**src/rtl/coh_pkg.sv**
```systemverilog
package coh_pkg;
  typedef enum logic [1:0] {
    CS_I = 2'd0,
    CS_S = 2'd1,
    CS_M = 2'd2
  } coh_st_e;
endpackage

```
**src/rtl/coh_dir.sv**
```systemverilog
// Per-child shadow of the child cache rows: state (reset to I) plus tag.
module coh_dir
  import coh_pkg::*;
#(
  parameter int N_CHILD = 2,
  parameter int ROWS    = 16,
  parameter int TAG_W   = 12,
  parameter int CID_W   = 1,
  parameter int ROW_W   = 4
) (
  input  logic                      clk,
  input  logic                      rst,
  input  logic                      we,
  input  logic [CID_W-1:0]          wr_child,
  input  logic [ROW_W-1:0]          wr_row,
  input  logic [1:0]                wr_st,
  input  logic [TAG_W-1:0]          wr_tag,
  input  logic [ROW_W-1:0]          q_row,
  input  logic [TAG_W-1:0]          q_tag,
  output logic [N_CHILD-1:0][1:0]   q_st
);
  for (genvar g = 0; g < N_CHILD; g++) begin : g_child
    logic [1:0]       st_q  [ROWS];
    logic [TAG_W-1:0] tag_m [ROWS];
    logic             hit;

    always_ff @(posedge clk) begin
      if (rst) begin
        for (int r = 0; r < ROWS; r++) st_q[r] <= CS_I;
      end else if (we && wr_child == CID_W'(g)) begin
        st_q[wr_row] <= wr_st;
      end
    end

    // tag store has no reset so it maps onto plain RAM
    always_ff @(posedge clk) begin
      if (we && wr_child == CID_W'(g)) tag_m[wr_row] <= wr_tag;
    end

    assign hit     = (st_q[q_row] != CS_I) && (tag_m[q_row] == q_tag);
    assign q_st[g] = hit ? st_q[q_row] : CS_I;
  end
endmodule

```
**src/rtl/coh_compat.sv**
```systemverilog
// Flags every child other than the requester whose state conflicts with the wanted state.
module coh_compat
  import coh_pkg::*;
#(
  parameter int N_CHILD = 2,
  parameter int CID_W   = 1
) (
  input  logic [1:0]               want,
  input  logic [CID_W-1:0]         req_child,
  input  logic [N_CHILD-1:0][1:0]  st,
  output logic [N_CHILD-1:0]       incompat
);
  for (genvar g = 0; g < N_CHILD; g++) begin : g_chk
    logic other;
    assign other       = (CID_W'(g) != req_child);
    assign incompat[g] = other && ((want == CS_M) ? (st[g] != CS_I) : (st[g] == CS_M));
  end
endmodule

```
**src/rtl/coh_home_ctrl.sv**
```systemverilog
module coh_home_ctrl
  import coh_pkg::*;
#(
  parameter int N_CHILD = 2,
  parameter int ROWS    = 16,
  parameter int ADDR_W  = 16,
  parameter int LINE_W  = 64,
  parameter int CID_W   = (N_CHILD > 1) ? $clog2(N_CHILD) : 1
) (
  input  logic              clk,
  input  logic              rst,
  input  logic              req_valid,
  output logic              req_ready,
  input  logic [CID_W-1:0]  req_child,
  input  logic [ADDR_W-1:0] req_addr,
  input  logic [1:0]        req_state,
  input  logic              rsp_valid,
  output logic              rsp_ready,
  input  logic [CID_W-1:0]  rsp_child,
  input  logic [ADDR_W-1:0] rsp_addr,
  input  logic [1:0]        rsp_state,
  input  logic              rsp_has_data,
  input  logic [LINE_W-1:0] rsp_data,
  output logic              out_valid,
  input  logic              out_ready,
  output logic              out_is_grant,
  output logic [CID_W-1:0]  out_child,
  output logic [ADDR_W-1:0] out_addr,
  output logic [1:0]        out_state,
  output logic              out_has_data,
  output logic [LINE_W-1:0] out_data,
  output logic              mem_req_valid,
  input  logic              mem_req_ready,
  output logic              mem_req_we,
  output logic [ADDR_W-1:0] mem_req_addr,
  output logic [LINE_W-1:0] mem_req_data,
  input  logic              mem_rsp_valid,
  input  logic [LINE_W-1:0] mem_rsp_data
);
  localparam int ROW_W = (ROWS > 1) ? $clog2(ROWS) : 1;
  localparam int TAG_W = ADDR_W - ROW_W;

  typedef enum logic [1:0] {F_IDLE, F_CHECK, F_MEMRD, F_SEND} fsm_e;

  fsm_e               fsm_q;
  logic [CID_W-1:0]   cur_child_q;
  logic [ADDR_W-1:0]  cur_addr_q;
  logic [1:0]         cur_want_q;
  logic [N_CHILD-1:0] wait_q;
  logic [LINE_W-1:0]  line_q;
  logic               line_ok_q;

  logic               ov_q, og_q, od_q;
  logic [CID_W-1:0]   oc_q;
  logic [ADDR_W-1:0]  oa_q;
  logic [1:0]         os_q;
  logic [LINE_W-1:0]  odata_q;

  logic               mv_q, mwe_q;
  logic [ADDR_W-1:0]  ma_q;
  logic [LINE_W-1:0]  mdata_q;

  logic [N_CHILD-1:0][1:0] dir_st;
  logic [N_CHILD-1:0]      incompat, need_dg;
  logic [CID_W-1:0]        dg_idx;
  logic                    slot_free, out_free, rsp_fire, req_fire, wr_issue;
  logic                    all_ok, dg_go, rd_go, grant_go, dir_we;
  logic [1:0]              req_st_now, dg_tgt;
  logic [CID_W-1:0]        dw_child;
  logic [ADDR_W-1:0]       dw_addr;
  logic [1:0]              dw_st;

  // handshake plumbing
  assign slot_free = !mv_q || mem_req_ready;
  assign out_free  = !ov_q || out_ready;
  assign rsp_ready = !rsp_has_data || slot_free;
  assign rsp_fire  = rsp_valid && rsp_ready;
  assign wr_issue  = rsp_fire && rsp_has_data;
  assign req_ready = (fsm_q == F_IDLE) && !rsp_valid;
  assign req_fire  = req_valid && req_ready;

  // directory: responses win the single write port, grants wait a cycle
  assign dir_we   = rsp_fire || grant_go;
  assign dw_child = rsp_fire ? rsp_child : cur_child_q;
  assign dw_addr  = rsp_fire ? rsp_addr  : cur_addr_q;
  assign dw_st    = rsp_fire ? rsp_state : cur_want_q;

  coh_dir #(
    .N_CHILD(N_CHILD), .ROWS(ROWS), .TAG_W(TAG_W), .CID_W(CID_W), .ROW_W(ROW_W)
  ) u_dir (
    .clk      (clk),
    .rst      (rst),
    .we       (dir_we),
    .wr_child (dw_child),
    .wr_row   (dw_addr[ROW_W-1:0]),
    .wr_st    (dw_st),
    .wr_tag   (dw_addr[ADDR_W-1:ROW_W]),
    .q_row    (cur_addr_q[ROW_W-1:0]),
    .q_tag    (cur_addr_q[ADDR_W-1:ROW_W]),
    .q_st     (dir_st)
  );

  coh_compat #(.N_CHILD(N_CHILD), .CID_W(CID_W)) u_compat (
    .want      (cur_want_q),
    .req_child (cur_child_q),
    .st        (dir_st),
    .incompat  (incompat)
  );

  assign need_dg    = incompat & ~wait_q;
  assign all_ok     = ~|incompat;
  assign req_st_now = dir_st[cur_child_q];
  assign dg_tgt     = (cur_want_q == CS_M) ? CS_I : CS_S;
  assign dg_go      = (fsm_q == F_CHECK) && (|need_dg) && out_free;
  assign rd_go      = (fsm_q == F_CHECK) && all_ok && (req_st_now == CS_I) && slot_free && !wr_issue;
  assign grant_go   = (fsm_q == F_SEND) && out_free && !rsp_fire;

  always_comb begin
    dg_idx = '0;
    for (int j = N_CHILD - 1; j >= 0; j--) begin
      if (need_dg[j]) dg_idx = CID_W'(j);
    end
  end

  // control
  always_ff @(posedge clk) begin
    if (rst) begin
      fsm_q     <= F_IDLE;
      wait_q    <= '0;
      line_ok_q <= 1'b0;
    end else begin
      unique case (fsm_q)
        F_IDLE: if (req_fire) fsm_q <= F_CHECK;
        F_CHECK: begin
          if (dg_go) wait_q[dg_idx] <= 1'b1;
          if (all_ok) begin
            if (req_st_now == CS_I) begin
              if (rd_go) fsm_q <= F_MEMRD;
            end else begin
              line_ok_q <= 1'b0;
              fsm_q     <= F_SEND;
            end
          end
        end
        F_MEMRD: if (mem_rsp_valid) begin
          line_ok_q <= 1'b1;
          fsm_q     <= F_SEND;
        end
        F_SEND: if (grant_go) begin
          wait_q <= '0;
          fsm_q  <= F_IDLE;
        end
        default: fsm_q <= F_IDLE;
      endcase
    end
  end

  always_ff @(posedge clk) begin
    if (req_fire) begin
      cur_child_q <= req_child;
      cur_addr_q  <= req_addr;
      cur_want_q  <= req_state;
    end
    if (fsm_q == F_MEMRD && mem_rsp_valid) line_q <= mem_rsp_data;
  end

  // outbound message register
  always_ff @(posedge clk) begin
    if (rst) begin
      ov_q <= 1'b0;
    end else if (dg_go) begin
      ov_q <= 1'b1; og_q <= 1'b0; oc_q <= dg_idx; oa_q <= cur_addr_q;
      os_q <= dg_tgt; od_q <= 1'b0;
    end else if (grant_go) begin
      ov_q <= 1'b1; og_q <= 1'b1; oc_q <= cur_child_q; oa_q <= cur_addr_q;
      os_q <= cur_want_q; od_q <= line_ok_q; odata_q <= line_q;
    end else if (out_ready) begin
      ov_q <= 1'b0;
    end
  end

  // memory request register: write-backs before reads
  always_ff @(posedge clk) begin
    if (rst) begin
      mv_q <= 1'b0;
    end else if (wr_issue) begin
      mv_q <= 1'b1; mwe_q <= 1'b1; ma_q <= rsp_addr; mdata_q <= rsp_data;
    end else if (rd_go) begin
      mv_q <= 1'b1; mwe_q <= 1'b0; ma_q <= cur_addr_q;
    end else if (mem_req_ready) begin
      mv_q <= 1'b0;
    end
  end

  assign out_valid     = ov_q;
  assign out_is_grant  = og_q;
  assign out_child     = oc_q;
  assign out_addr      = oa_q;
  assign out_state     = os_q;
  assign out_has_data  = od_q;
  assign out_data      = odata_q;
  assign mem_req_valid = mv_q;
  assign mem_req_we    = mwe_q;
  assign mem_req_addr  = ma_q;
  assign mem_req_data  = mdata_q;

  // ---------------- assertions ----------------
  logic [N_CHILD-1:0] oth_valid, oth_dirty;
  always_comb begin
    for (int g = 0; g < N_CHILD; g++) begin
      oth_valid[g] = (CID_W'(g) != cur_child_q) && (dir_st[g] != CS_I);
      oth_dirty[g] = (CID_W'(g) != cur_child_q) && (dir_st[g] == CS_M);
    end
  end

  p_out_hold_r9: assert property (@(posedge clk) disable iff (rst)
    (out_valid && !out_ready) |=> (out_valid && $stable(out_is_grant) && $stable(out_child)
      && $stable(out_addr) && $stable(out_state) && $stable(out_has_data)));

  p_mem_hold_r9: assert property (@(posedge clk) disable iff (rst)
    (mem_req_valid && !mem_req_ready) |=> (mem_req_valid && $stable(mem_req_we)
      && $stable(mem_req_addr)));

  p_excl_grant_r5: assert property (@(posedge clk) disable iff (rst)
    (grant_go && cur_want_q == CS_M) |-> ($countones(oth_valid) == 0));

  p_shared_grant_r4: assert property (@(posedge clk) disable iff (rst)
    (grant_go && cur_want_q == CS_S) |-> ($countones(oth_dirty) == 0));

  p_data_grant_r8: assert property (@(posedge clk) disable iff (rst)
    (out_valid && out_is_grant && $rose(out_valid) && out_has_data) |-> (out_state != CS_I));
endmodule

```
**config.mk**
```make
export PLATFORM = sky130hd
export DESIGN_NAME = coh_home_ctrl
export DESIGN_NICKNAME = d
export VERILOG_FILES = /design/src/rtl/coh_pkg.sv /design/src/rtl/coh_dir.sv /design/src/rtl/coh_compat.sv /design/src/rtl/coh_home_ctrl.sv
export SDC_FILE = /design/constraint.sdc
export NUM_CORES = 1
export LEC_CHECK = 0
export CAP_MARGIN = 0
export CORE_UTILIZATION = 35
export CTS_BUF_LIST = sky130_fd_sc_hd__clkbuf_4 sky130_fd_sc_hd__clkbuf_8
export DETAILED_ROUTE_END_ITERATION = 8
export DONT_BUFFER_PORTS = 1
export SKIP_LAST_GASP = 1
export SLEW_MARGIN = 10
export SYNTH_ARGS = -nofsm -noshare
export SYNTH_HDL_FRONTEND = slang
export SYNTH_HIERARCHICAL = 1
export SYNTH_SLANG_ARGS = --single-unit
```
**constraint.sdc**
```tcl
create_clock -name clk -period 7.76 [get_ports clk]
set_clock_uncertainty 0.2 [all_clocks]
set_input_delay 0.388 -clock clk [delete_from_list [all_inputs] [get_ports clk]]
set_output_delay 0.388 -clock clk [all_outputs]
set_load 0.05 [all_outputs]
```
==> results.py <==
metrics = {
    "worst_setup_path": {
        "critical_path.cell_chain": "buf_12 -> nor2b_1 -> a22oi_1 -> and3_1 -> nor4_1 -> nand4_1 -> nor3_1 -> nand2b_1 -> a21oi_1 -> o21a_1 -> a221oi_2 -> dlygate4sd3_1 -> nand4_1 -> dlygate4sd3_1 -> a21oi_1 -> dlygate4sd3_1",
        "crit_start": "cur_addr_q[2]$_DFFE_PP_",
        "r2r_start": "cur_addr_q[2]$_DFFE_PP_",
        "worstSetupPathType": "reg -> reg",
        "slowest_delay_ns": 0.91,
        "worst_setup_path_end_kind": "register",
        "cp_max_fo": 39,
        "critical_path_required_ns": 8.21,
        "slowest_stage_cell_on_the_critical_path": "nor2b_1",
        "cp_top_family": "simple AND/OR/NAND/NOR gates",
        "cp_common_cell": "dlygate4sd3_1",
        "timing.critical_path.buf_inv": 4,
        "critPathArrivalTime_ns": 7.27,
        "crit_path_start_kind": "register",
    },
    "detailed_routing": {
        "wl_met1_um": 27370,
        "drc": 0,
        "dr_wl_met3_um": 5156,
        "wl_um": 66980,
        "antenna_left": 0,
        "detailedRoute.firstIterationViolations": 1231,
        "drt-wirelength-per-cell_um": 24.82,
        "dr.max_layer_used": "met4",
        "met2WireLength_um": 32610,
        "via_density": 5.106,
        "num_vias": 13782,
        "drt_pre_antenna_iters": 5,
    },
    "timing": {
        "worst-slew-pin-transition_ns": 1.220,
        "timing.slew.headroom": 0.1795,
        "period_share": 0.8777,
        "final-setup-viol-count": 0,
        "timing.final.hold_violations": 0,
        "grt_setup_unrepaired": "no",
        "tns_ns": 0,
        "fmax_ghz": 0.1468,
        "timing_max_transition_violations_final": 0,
        "post-route-min-period_ns": 6.811,
        "postLayoutSetupSlackWorst_ns": 0.9489,
    },
    "floorplanning": {
        "placementRows": 101,
        "die-area_um2": 77820,
        "die_h_um": 279.0,
        "top_level_ports": 344,
        "design.core.area_um2": 75950,
        "initial_utilization": 0.3535,
        "fp.dieW_um": 279.0,
    },
    "synth": {
        "synthDistinctLibCells": 66,
        "synth_fp_nets": 1500,
        "synth_edf_count": 697,
        "post_synth_instance_area_um2": 26850,
        "synth_seq_area_share": 0.7848,
        "synthArstFlopShare": 0,
        "synthesis.area_per_instance_um2": 20.32,
        "synth_seq_cells": 704,
        "synthesized_instance_count": 1321,
        "ys.flop_type": "edfxtp_1",
        "ys.warnings.count": 6,
    },
    "placement": {
        "dp_hpwl_um": 40070,
        "preCtsSetupSlack_ns": 1.457,
        "quantity_of_i_o_buffers_inserted_on_ports": 0,
        "gpl.final_weighted_congestion": 0.8493,
    },
    "power": {
        "power.share.switching": 0.2523,
        "cellPowerDensity_nw_per_um2": 266.1,
        "internal_power_mw": 6.378,
        "power.net_switching_mw": 2.152,
        "pwr-share-seq": 0.539,
        "worst_ir_drop_vdd_mv": 0.1508,
        "pwr-share-clk": 0.364,
        "fin_total_pwr_mw": 8.529,
        "comb_power_share": 0.098,
        "static-leakage-power_nw": 10.35,
    },
    "cts": {
        "clock_input_transition_at_the_sequential_cells_of_the_worst_setup_and_hold_paths_ns": 0.07,
        "clock-sinks": 704,
        "clk_path_buf_depth": 3,
        "worst_skew_pair.late_latency_ns": 0.72,
        "clock_tree.root_cell": "clkbuf_8",
        "post_cts_resize_count": 0,
        "ctsHtreeMaxLevel": 3,
        "cts-buffers-inserted": 110,
        "tritoncts": "built",
    },
    "run": {
        "max_capacitance_violation_count": 0,
    },
    "min_path": {
        "holdCritStartpoint": "rsp_state[1]",
        "hold_path_class": "in -> reg",
    },
    "cells_and_area": {
        "drive_gt1_frac": 0.2364,
        "num-nets-final": 1753,
        "layout.cells.most_common_list": "edfxtp_1, dlygate4sd3_1, clkbuf_8",
        "final_common_cell": "edfxtp_1",
        "area_growth_syn_to_layout_pct": 19.39,
    },
    "grt": {
        "grt_pass1_wl_um": 96420,
        "grt.overflow.total": 0,
        "grt_pass1_vias": 14075,
        "grt_use_total": 0.1706,
        "antenna_found_initial": 2,
        "grt_start_max_net_pins": 87,
    },
    "run_status": {
        "outcome": "finished clean",
    },
}
logic make-up (layout without fill, tap and decap cells):
kind of cell	count (synthesis)	count (layout)	share of synthesized area
flops	704	704	0.7848
simple gates	245	245	0.04637
mux	195	195	0.1213
compound gates	78	78	0.02237
buf+inv	71	417	0.01533
xor+xnor	23	23	0.007503
fa+ha+maj	5	5	0.002330
other cells	0	2	0
final timing paths:
path | endpoint | slack (ns) | cells past startpoint
max | fsm_q[1]$_SDFFE_PP0P_ | 0.95 | 16
min | u_dir/g_child[1].st_q[3][1]$_SDFFCE_PN0P_ | 0.07 | 3
max reg2reg | fsm_q[1]$_SDFFE_PP0P_ | 0.95 | 16
min reg2reg | out_data[32]$_DFFE_PP_ | 0.20 | 0
metal layers:
| metal | vias to the layer above | global-route usage |
|---|---|---|
| met4 | 0 | 0.06002 |
| met2 | 651 | 0.2792 |
| met5 | - | 0 |
| met3 | 102 | 0.04067 |
| met1 | 7188 | 0.2218 |
| li1 | 5841 | - |
cell type report:
type	count	area [um^2]
tap	1030	1289
fill	6522	43900
timing repair buffer	202	1999
clock buffer	150	1821
antenna	2	5.005
sequential	704	21070
multi-input combinational	546	5453
inverter	10	37.54
clock inverter	55	377.9
synthesized netlist by cell type, types with 8 or more instances:
cell type | instances | area, um^2
mux2i_1 | 53 | 530.5
nand4_1 | 9 | 56.30
nand2b_1 | 14 | 87.58
nor3_1 | 9 | 45.04
or2_2 | 34 | 212.7
a22oi_1 | 15 | 112.6
xnor2_1 | 17 | 148.9
a21oi_1 | 10 | 50.05
mux2_1 | 25 | 281.5
mux2_2 | 17 | 191.4
and2_1 | 8 | 50.05
nand2_1 | 26 | 97.59
edfxtp_1 | 697 | 20930
clkbuf_1 | 21 | 78.83
buf_6 | 8 | 90.09
nor2_1 | 106 | 397.9
nor2b_1 | 13 | 81.33
inv_1 | 9 | 33.78
mux4_2 | 100 | 2252
buf_2 | 17 | 85.08
sequential cells by signal, summed over array words and instances (netlist names), 16 cells and up:
name,count
mem_req_data,64
out_data,64
u_dir/g_child.st_q,64
out_addr,16
cur_addr_q,16
line_q,64
u_dir/g_child.tag_m,384
mem_req_addr,16
metrics by stage:
stage / hold slack [ns] / cell area [um^2] / instances / utilization
final: 0.06986 / 32050 / 2699 / 0.4220
after global routing: 0.03722 / 32050 / 2698 / 0.4220
after CTS: 0.0006158 / 32050 / 2697 / 0.4220
after detailed placement: 0.2045 / 28050 / 2313 / 0.3693
after global placement: 0.2002 / 28050 / 2313 / 0.3693
after floorplan: 0.2003 / 26850 / 1321 / -
repair_timing:
item,4_1_cts,5_1_grt
endpoints found under the hold margin,281,0
buffers inserted,0,0
setup endpoints to repair,0,0
hold buffers,179,0
power groups by stage:
stage | logic, mW | clock network, mW | registers, mW
after detailed placement | 0.738 | 0 | 4.67
after CTS | 0.838 | 3.17 | 4.60
after floorplan | 0.542 | 0 | 4.63
final | 0.833 | 3.10 | 4.59
after global placement | 0.720 | 0 | 4.67
after global routing | 0.902 | 3.36 | 4.60
worst reg2reg max path, cell delays in order, from the launching register on:
cell and delay, ns:
edfxtp_1 0.67, buf_12 0.30, nor2b_1 0.96, a22oi_1 0.25, and3_1 0.25, nor4_1 0.59
nand4_1 0.16, nor3_1 0.69, nand2b_1 0.20, a21oi_1 0.12, o21a_1 0.24, a221oi_2 0.16
dlygate4sd3_1 0.64, nand4_1 0.10, dlygate4sd3_1 0.57, a21oi_1 0.11, dlygate4sd3_1 0.55
Note: power is estimated with default switching activity, not from simulation.
